`src/rtl/irqc_pkg.sv`:
```
package irqc_pkg;
  localparam int NSRC  = 5;
  localparam int SRC_W = $clog2(NSRC);
  localparam int VEC_W = 8;
  localparam int FLG_W = 3;
  localparam int CMD_W = 3;

  typedef enum logic [CMD_W-1:0] {
    CMD_NOP          = 3'd0,
    CMD_CLR_PEND_SVC = 3'd1,
    CMD_SET_SVC      = 3'd2,
    CMD_CLR_SVC      = 3'd3,
    CMD_SET_PEND     = 3'd4,
    CMD_CLR_PEND     = 3'd5,
    CMD_SET_EN       = 3'd6,
    CMD_CLR_EN       = 3'd7
  } irq_cmd_e;

  typedef struct packed {
    logic svc;
    logic en;
    logic pend;
    logic err;
  } src_state_t;

  // priority order: index 0 is most urgent
  function automatic bit src_is_port(int idx);
    return (idx == 0) || (idx == 2);
  endfunction

  function automatic logic [1:0] src_tmr_code(int idx);
    case (idx)
      1:       return 2'd2;
      3:       return 2'd1;
      default: return 2'd0;
    endcase
  endfunction
endpackage

```
`src/rtl/irqc_src_cell.sv`:
```
module irqc_src_cell
  import irqc_pkg::*;
(
  input  logic       clk,
  input  logic       rst,
  input  logic       cmd_hit,
  input  irq_cmd_e   cmd,
  input  logic       strobe,
  output src_state_t st
);
  src_state_t st_n;

  always_comb begin
    st_n = st;
    if (cmd_hit) begin
      unique case (cmd)
        CMD_NOP:          ;
        CMD_CLR_PEND_SVC: begin st_n.pend = 1'b0; st_n.svc = 1'b0; st_n.err = 1'b0; end
        CMD_SET_SVC:      st_n.svc  = 1'b1;
        CMD_CLR_SVC:      st_n.svc  = 1'b0;
        CMD_SET_PEND:     st_n.pend = 1'b1;
        CMD_CLR_PEND:     begin st_n.pend = 1'b0; st_n.err = 1'b0; end
        CMD_SET_EN:       st_n.en   = 1'b1;
        CMD_CLR_EN:       st_n.en   = 1'b0;
      endcase
    end
    if (strobe) begin
      st_n.pend = 1'b1;
      if (st.pend) st_n.err = 1'b1;
    end
  end

  always_ff @(posedge clk) begin
    if (rst) st <= '0;
    else     st <= st_n;
  end

  assert_strobe_pends_R2: assert property (@(posedge clk) disable iff (rst)
    strobe |=> st.pend);
  assert_overrun_err_R2: assert property (@(posedge clk) disable iff (rst)
    (strobe && st.pend) |=> st.err);
  assert_en_set_R1: assert property (@(posedge clk) disable iff (rst)
    (cmd_hit && cmd == CMD_SET_EN) |=> st.en);
  assert_svc_clr_R1: assert property (@(posedge clk) disable iff (rst)
    (cmd_hit && cmd == CMD_CLR_SVC) |=> !st.svc);
endmodule

```
`src/rtl/irqc_vec_fmt.sv`:
```
module irqc_vec_fmt
  import irqc_pkg::*;
#(
  parameter bit         PORT_SRC = 1'b1,
  parameter logic [1:0] TMR_CODE = 2'd0
)(
  input  logic [VEC_W-1:0] base,
  input  logic             stat_en,
  input  logic [FLG_W-1:0] flags,
  input  logic             err,
  output logic [VEC_W-1:0] vec
);
  generate
    if (PORT_SRC) begin : g_port
      always_comb begin
        vec = base;
        if (stat_en) vec[3:1] = err ? 3'b000 : flags;
      end
    end else begin : g_tmr
      logic unused_flags;
      assign unused_flags = ^flags;
      always_comb begin
        vec = base;
        if (stat_en) vec[2:1] = err ? 2'b11 : TMR_CODE;
      end
    end
  endgenerate
endmodule

```
`src/rtl/irqc_prio.sv`:
```
module irqc_prio
  import irqc_pkg::*;
(
  input  logic [NSRC-1:0]  pend,
  input  logic [NSRC-1:0]  en,
  input  logic [NSRC-1:0]  svc,
  output logic             pick_vld,
  output logic [SRC_W-1:0] pick_idx,
  output logic             req_any
);
  logic blocked;

  always_comb begin
    pick_vld = 1'b0;
    pick_idx = '0;
    for (int i = NSRC - 1; i >= 0; i--) begin
      if (pend[i] && en[i]) begin
        pick_vld = 1'b1;
        pick_idx = SRC_W'(i);
      end
    end
  end

  always_comb begin
    blocked = 1'b0;
    req_any = 1'b0;
    for (int i = 0; i < NSRC; i++) begin
      blocked = blocked | svc[i];
      if (!blocked && pend[i] && en[i]) req_any = 1'b1;
    end
  end
endmodule

```
`src/rtl/irqc_top.sv`:
```
module irqc_top
  import irqc_pkg::*;
(
  input  logic                  clk,
  input  logic                  rst,
  input  logic                  wr_en,
  input  logic [SRC_W-1:0]      wr_src,
  input  logic [CMD_W-1:0]      wr_cmd,
  input  logic [NSRC-1:0]       evt_strobe,
  input  logic [FLG_W-1:0]      pa_flags,
  input  logic [FLG_W-1:0]      pb_flags,
  input  logic                  cfg_master_en,
  input  logic                  cfg_no_vec,
  input  logic                  cfg_pa_stat,
  input  logic                  cfg_pb_stat,
  input  logic                  cfg_ct_stat,
  input  logic [VEC_W-1:0]      pa_vec_base,
  input  logic [VEC_W-1:0]      pb_vec_base,
  input  logic [VEC_W-1:0]      ct_vec_base,
  input  logic [SRC_W-1:0]      rd_src,
  output logic [VEC_W-1:0]      rd_status,
  output logic [NSRC*VEC_W-1:0] src_vec,
  output logic [VEC_W-1:0]      cur_vec,
  output logic                  irq_req
);
  localparam logic [VEC_W-1:0] NO_VEC = '1;

  src_state_t              st [NSRC];
  logic [VEC_W-1:0]        vec_arr [NSRC];
  logic [NSRC-1:0]         pend_v, en_v, svc_v;
  logic [NSRC*VEC_W-1:0]   src_vec_n;
  logic                    pick_vld, req_any;
  logic [SRC_W-1:0]        pick_idx;
  logic [VEC_W-1:0]        cur_vec_n, rd_status_n;
  irq_cmd_e                cmd_e;

  assign cmd_e = irq_cmd_e'(wr_cmd);

  genvar i;
  generate
    for (i = 0; i < NSRC; i++) begin : g_src
      irqc_src_cell u_cell (
        .clk    (clk),
        .rst    (rst),
        .cmd_hit(wr_en && (wr_src == SRC_W'(i))),
        .cmd    (cmd_e),
        .strobe (evt_strobe[i]),
        .st     (st[i])
      );
      assign pend_v[i] = st[i].pend;
      assign en_v[i]   = st[i].en;
      assign svc_v[i]  = st[i].svc;

      if (src_is_port(i)) begin : g_pv
        irqc_vec_fmt #(.PORT_SRC(1'b1), .TMR_CODE(2'd0)) u_fmt (
          .base   ((i == 0) ? pa_vec_base : pb_vec_base),
          .stat_en((i == 0) ? cfg_pa_stat : cfg_pb_stat),
          .flags  ((i == 0) ? pa_flags    : pb_flags),
          .err    (st[i].err),
          .vec    (vec_arr[i])
        );
      end else begin : g_tv
        irqc_vec_fmt #(.PORT_SRC(1'b0), .TMR_CODE(src_tmr_code(i))) u_fmt (
          .base   (ct_vec_base),
          .stat_en(cfg_ct_stat),
          .flags  ('0),
          .err    (st[i].err),
          .vec    (vec_arr[i])
        );
      end
      assign src_vec_n[i*VEC_W +: VEC_W] = vec_arr[i];
    end
  endgenerate

  irqc_prio u_prio (
    .pend    (pend_v),
    .en      (en_v),
    .svc     (svc_v),
    .pick_vld(pick_vld),
    .pick_idx(pick_idx),
    .req_any (req_any)
  );

  always_comb begin
    cur_vec_n = NO_VEC;
    if (pick_vld && !cfg_no_vec) cur_vec_n = vec_arr[pick_idx];
  end

  always_comb begin
    rd_status_n = '0;
    for (int k = 0; k < NSRC; k++) begin
      if (rd_src == SRC_W'(k))
        rd_status_n = {st[k].svc, st[k].en, st[k].pend, st[k].err, 4'b0000};
    end
  end

  always_ff @(posedge clk) begin
    if (rst) begin
      cur_vec   <= NO_VEC;
      irq_req   <= 1'b0;
      rd_status <= '0;
      src_vec   <= '0;
    end else begin
      cur_vec   <= cur_vec_n;
      irq_req   <= cfg_master_en && req_any;
      rd_status <= rd_status_n;
      src_vec   <= src_vec_n;
    end
  end

  assert_no_vec_blank_R8: assert property (@(posedge clk) disable iff (rst)
    cfg_no_vec |=> (cur_vec == NO_VEC));
  assert_idle_blank_R7: assert property (@(posedge clk) disable iff (rst)
    !(|(pend_v & en_v)) |=> (cur_vec == NO_VEC));
  assert_master_gate_R9: assert property (@(posedge clk) disable iff (rst)
    !cfg_master_en |=> !irq_req);
  assert_head_svc_blocks_R9: assert property (@(posedge clk) disable iff (rst)
    svc_v[0] |=> !irq_req);
endmodule

```
`config.mk`:
```
export PLATFORM = sky130hd
export DESIGN_NAME = irqc_top
export DESIGN_NICKNAME = d
export VERILOG_FILES = /design/src/rtl/irqc_pkg.sv /design/src/rtl/irqc_src_cell.sv /design/src/rtl/irqc_vec_fmt.sv /design/src/rtl/irqc_prio.sv /design/src/rtl/irqc_top.sv
export SDC_FILE = /design/constraint.sdc
export NUM_CORES = 1
export LEC_CHECK = 0
export ABC_AREA = 1
export CAP_MARGIN = 10
export CORE_MARGIN = 1
export CORE_UTILIZATION = 60
export DETAILED_ROUTE_END_ITERATION = 10
export DONT_BUFFER_PORTS = 1
export PLACE_DENSITY = 0.76
export SLEW_MARGIN = 10
export SYNTH_ARGS = -nofsm -noshare
export SYNTH_HDL_FRONTEND = slang
export SYNTH_SLANG_ARGS = --single-unit
```
`constraint.sdc`:
```
create_clock -name clk -period 2.75 [get_ports clk]
set_clock_uncertainty 0.05 [all_clocks]
set_input_delay 0.4125 -clock clk [delete_from_list [all_inputs] [get_ports clk]]
set_output_delay 0.4125 -clock clk [all_outputs]
set_load 0.02 [all_outputs]
```
# --- Word level (Yosys, flattened, before mapping) ---
# Index checks and enable logic that the tools add are counted.
totals:
  reg_bits: 77
  latchBits: 0
  ram_bits: 0
  mem_bits_ro: 0
  in_bits: 52
  output_inout_bits: 57
  wordCells: 164
  mem_count: 0
classes:
  n_addsub: 0
  n_mul: 0
  div: 0
  magnitude_cmp: 1
  eq_ne: 15
  shifts: 0
  muxes: 56
  bitwise: 6
  reduce_logical: 61
ops:
  columns: ["cell", "count"]
  rows:
  - ["8-bit 2-to-1 mux", 7]
  - ["2-bit 2-to-1 mux", 15]
  - ["2-bit AND reduction", 15]
  - ["3-bit 2-to-1 mux", 9]
  - ["8-bit binary-select mux with 3-bit select", 1]
  - ["1-bit logical AND", 22]
  - ["1-bit 2-to-1 mux", 21]
  - ["3-bit by 2-bit == test with 1-bit output, second input constant", 6]
  - ["3-bit == test, second input constant", 6]
  - ["3-bit nonzero test", 5]
  - ["2-bit nonzero test", 7]
  - ["3-bit by 1-bit == test with 1-bit output, second input constant", 3]
  - ["1-bit logical NOT", 6]
  - ["3-bit logical NOT", 2]
  - ["1-bit one-hot mux with 2 select lines", 3]
  - ["2-bit OR reduction", 3]
  - ["5-bit OR reduction", 1]
  - ["4-bit >= comparator, second input constant", 1]
  - ["3-bit NOT with 4-bit output", 1]
  - ["1-bit bitwise OR", 4]
  - ["1-bit NOT", 1]

# --- Depth between registers and ports, before layout ---
depth:
  ltp_word: 10
  mapped_depth: 10
  mapped_depth_nobuf: 9

# --- By module ---
# From an unflattened synthesis, not the netlist that was laid out.
hier_totals:
  hier_cells: 511
  hier_area_um2: 3514.6
modules_own_cells:
  columns: ["module", "instances", "cells_each", "area_each_um2", "seq_area_each_um2"]
  rows:
  - ["irqc_top", 1, 283, 2083.2, 1061.0]
  - ["irqc_src_cell", 5, 27, 187.7, 80.1]
  - ["irqc_vec_fmt (g_src[0].g_pv.u_fmt ...)", 2, 16, 82.6, 0.0]
  - ["irqc_vec_fmt (g_src[1].g_tv.u_fmt ...)", 2, 11, 66.3, 0.0]
  - ["irqc_prio", 1, 27, 127.6, 0.0]
  - ["irqc_vec_fmt (g_src[4].g_tv.u_fmt)", 1, 12, 67.6, 0.0]

# --- Worst setup path after synthesis ---
# Ideal clock, no wire load.
synth_timing:
  path_type: "input to register"
  from: "in wr_cmd[0]"
  to: "reg g_src[1].u_cell.st[3] (netlist name)"
  setup_time_ps: 130
  t_arrival_ps: 1084
  required_ps: 2570
  path_slack_ps: 1486
  cell_stages: 5
  n_path_buf: 0
  cell_sequence: "inv_1 -> a21oi_1 -> inv_1 -> nor3_1 -> nor3_1"
synth_via:
  elab_chain_len: 4
  elab_cells_between_ends: 7
  classes_between: "3 x eq/ne; 1 x mux; 3 x reduce/logical"
synth_rtl:
  columns: ["item", "line", "rtl"]
  rows:
  - ["from (decl)", "irqc_top.sv:8", "input logic [CMD_W-1:0] wr_cmd,"]
  - ["3-bit by 2-bit == test with 1-bit output or 3-bit by 1-bit == test with 1-bit output (tied branches)", "irqc_src_cell.sv:16", "unique case (cmd)"]
  - ["2-bit OR reduction (no source line)", null, null]
  - ["2-bit nonzero test (no source line)", null, null]
  - ["2-bit AND reduction (no source line)", null, null]
# Several ways; a longest one is shown, not always the timed one.
# A chain may end at the register's enable or synchronous reset.

# --- Worst setup path in the final report ---
layout_timing:
  from: "reg src_vec[38]"
  to: "out src_vec[38]"
layout_rtl:
  columns: ["item", "line", "rtl"]
  rows:
  - ["from (decl)", "irqc_top.sv:22", "output logic [NSRC*VEC_W-1:0] src_vec,"]
  - ["from (signal assigned)", "irqc_top.sv:107", "src_vec <= src_vec_n;"]
# No word-level cell between the ends.

==> reports/qor.yml <==
clocking:
  clockBufferDepth: 2
  cts.sinks: 61
  clk_latency_ns: 0.34
  cts_setup_buffers: 0
  cts-root-buf: "clkbuf_8"
  cts_max_level: 3
  hold_buffers: 0
  tritoncts: "done"
  clk_pin_slew_worst_paths_ns: 0.06
  cts_made_buffers: 9
  cts.repair.resized: 0
synth:
  synth.avg_cell_area_um2: 6.90
  synth_cell_type_count: 24
  ys_top_cells_by_area: "dfxtp_1 (43%), nand2_1 (11%), nor2_1 (8.9%)"
  syn-cell-area_um2: 2820
  synth_cells: 408
  synth_seq_area_share_pct: 43.4
  synth-warning-count: 0
  ys_ff_latch: 61
  synth_top_area_cell: "dfxtp_1"
  synth_top_area_share_pct: 43.4
route:
  post_drt_wl_per_cell_um: 13.5
  viasPerCell: 5.29
  drt-initial-drc-count: 230
  ant_nets: 0
  drc: 18
  routed_wl_um: 6120
  vias: 2401
  firstDrtPassIters: 8
sta:
  setup_ws_ns: 1.25
  tns_ns: 0
  finalCritPeriodShare_pct: 54.5
  period_minus_slack_ns: 1.50
  slew_viol_final: 0
  setup_viol: 0
  max_freq_ghz: 0.667
  rsz0062_at_grt: "no"
  finalHoldViolCount: 0
  worst_pin_slew_ns: 0.589
  hold-worst-slack_ns: 0.0860
  slew_headroom_pct: 60.7
worst_hold_path:
  hold_path_class: "in -> reg"
  hold_depth: 1
  min_to: "src_vec[16]"
  hold_path.startpoint: "rst"
floorplanning:
  core-area_um2: 4440
  num_io_pins: 109
  die-height_um: 70.5
  dieArea_um2: 4970
  rows: 24
  die_w_um: 70.5
  initial_core_util_pct: 63.3
grt:
  grt_pass1_wl_um: 10300
  track_usage_pct: 26.8
  grt_pass1_vias: 2291
  grt_max_degree: 49
  gr-total-overflow: 0
  antenna_found_initial: 0
place:
  place_ws_ns: 1.15
  place_inst: 438
  portBuffers: 0
  place_congestion: 0.855
  hpwlAfterDp_um: 4470
setup_path:
  arrival_ns: 1.04
  critPathCaptureType: "output pin"
  rr_startpoint: "g_src[3].u_cell.st[1]"
  timing.rr.end: "cur_vec[0]"
  critPathMaxFanout: 3
  critPathRequiredTime_ns: 2.29
  startpoint_type: "flip-flop"
  path_class: "reg -> out"
  r2r_slack_ns: 1.35
  r2r_cells: 9
final_layout:
  final_cell_mix: "nand2_1 (79), nor2_1 (67), inv_1 (63)"
  final_cell_count_no_fill: 454
  syn_to_final_growth_pct: 2.98
  fillers: 418
  fin_nets: 449
  final_common_cell: "nand2_1"
  final_util_pct: 65.2
  insertedDiodeCount: 0
  drive_gt1_share_pct: 9.45
run_status:
  violations: "design-rule violations"
  status: "complete, but fails checks"
power_and_ir_drop:
  powerDensity_nw_per_um2: 652
  ir_drop_uv: 398
  p_leak_nw: 1.40
run:
  maxCapViolations: 0
final cells by class:
class,instances,area (µm²),share of cell area [%]
multi-input combinational,260,1170,40.3
sequential,61,1220,42.1
tap,52,65.1,2.24
inverter,65,248,8.55
clock buffer,13,179,6.17
clock inverter,3,17.5,0.604
worst max path at each step:
stage | from | end | slack [ns] | cells past startpoint
floorplan | wr_cmd[0] | g_src[1].u_cell.st[3] | 1.49 | 5
global placement | wr_cmd[0] | g_src[2].u_cell.st[3] | 1.25 | 5
detailed placement | wr_cmd[0] | g_src[2].u_cell.st[3] | 1.15 | 5
CTS | src_vec[38] | src_vec[38] | 1.25 | 0
global route | g_src[3].u_cell.st[1] | cur_vec[0] | 1.22 | 9
finish | src_vec[38] | src_vec[38] | 1.25 | 0
where the power goes:
group	switching [mW]	total [mW]	internal [mW]
registers	0.0725	0.997	0.924
logic	0.0870	0.133	0.0457
clock network	0.338	0.760	0.422
synthesized netlist by cell type (all sizes together):
master	count
clkinv	1
buf	22
clkbuf	3
inv	64
nand4	1
o21ai	24
o2111ai	1
dfxtp	61
or2	1
a21oi	25
nand2	94
o22ai	4
nand3	20
nor2	67
conb	1
nor3	19
registers in the layout (all words and copies together), names as in the netlist:
register         cells
irq_req              1
cur_vec              8
g_src.u_cell.st     20
rd_status            4
src_vec             28
logic make-up (layout without fill, tap and decap cells):
group,after synthesis,count (layout),synth area share [%]
DFF,61,61,43.4
AOI/OAI and AO/OA,54,54,10.4
and+or+nand+nor,202,202,30.5
buffers and inverters,90,81,15.5
other,1,4,0.133
stage by stage:
| step | instance area, µm² | power [mW] |
|---|---|---|
| after floorplan | 2830 | 1.14 |
| after global placement | 2700 | 1.14 |
| after detailed placement | 2700 | 1.15 |
| after CTS | 2900 | 1.90 |
| after global routing | 2900 | 1.97 |
| final | 2900 | 1.89 |
layer usage:
metal / global-route usage (%) / vias to the layer above / share of wire [%]
li1: - / 1224 / -
met1: 36.7 / 1048 / 46
met2: 40.0 / 119 / 43
met3: 7.36 / 10 / 9.9
met4: 10.4 / 0 / 1.5
met5: 0 / - / 0
Power figures use the tool's default switching activity.
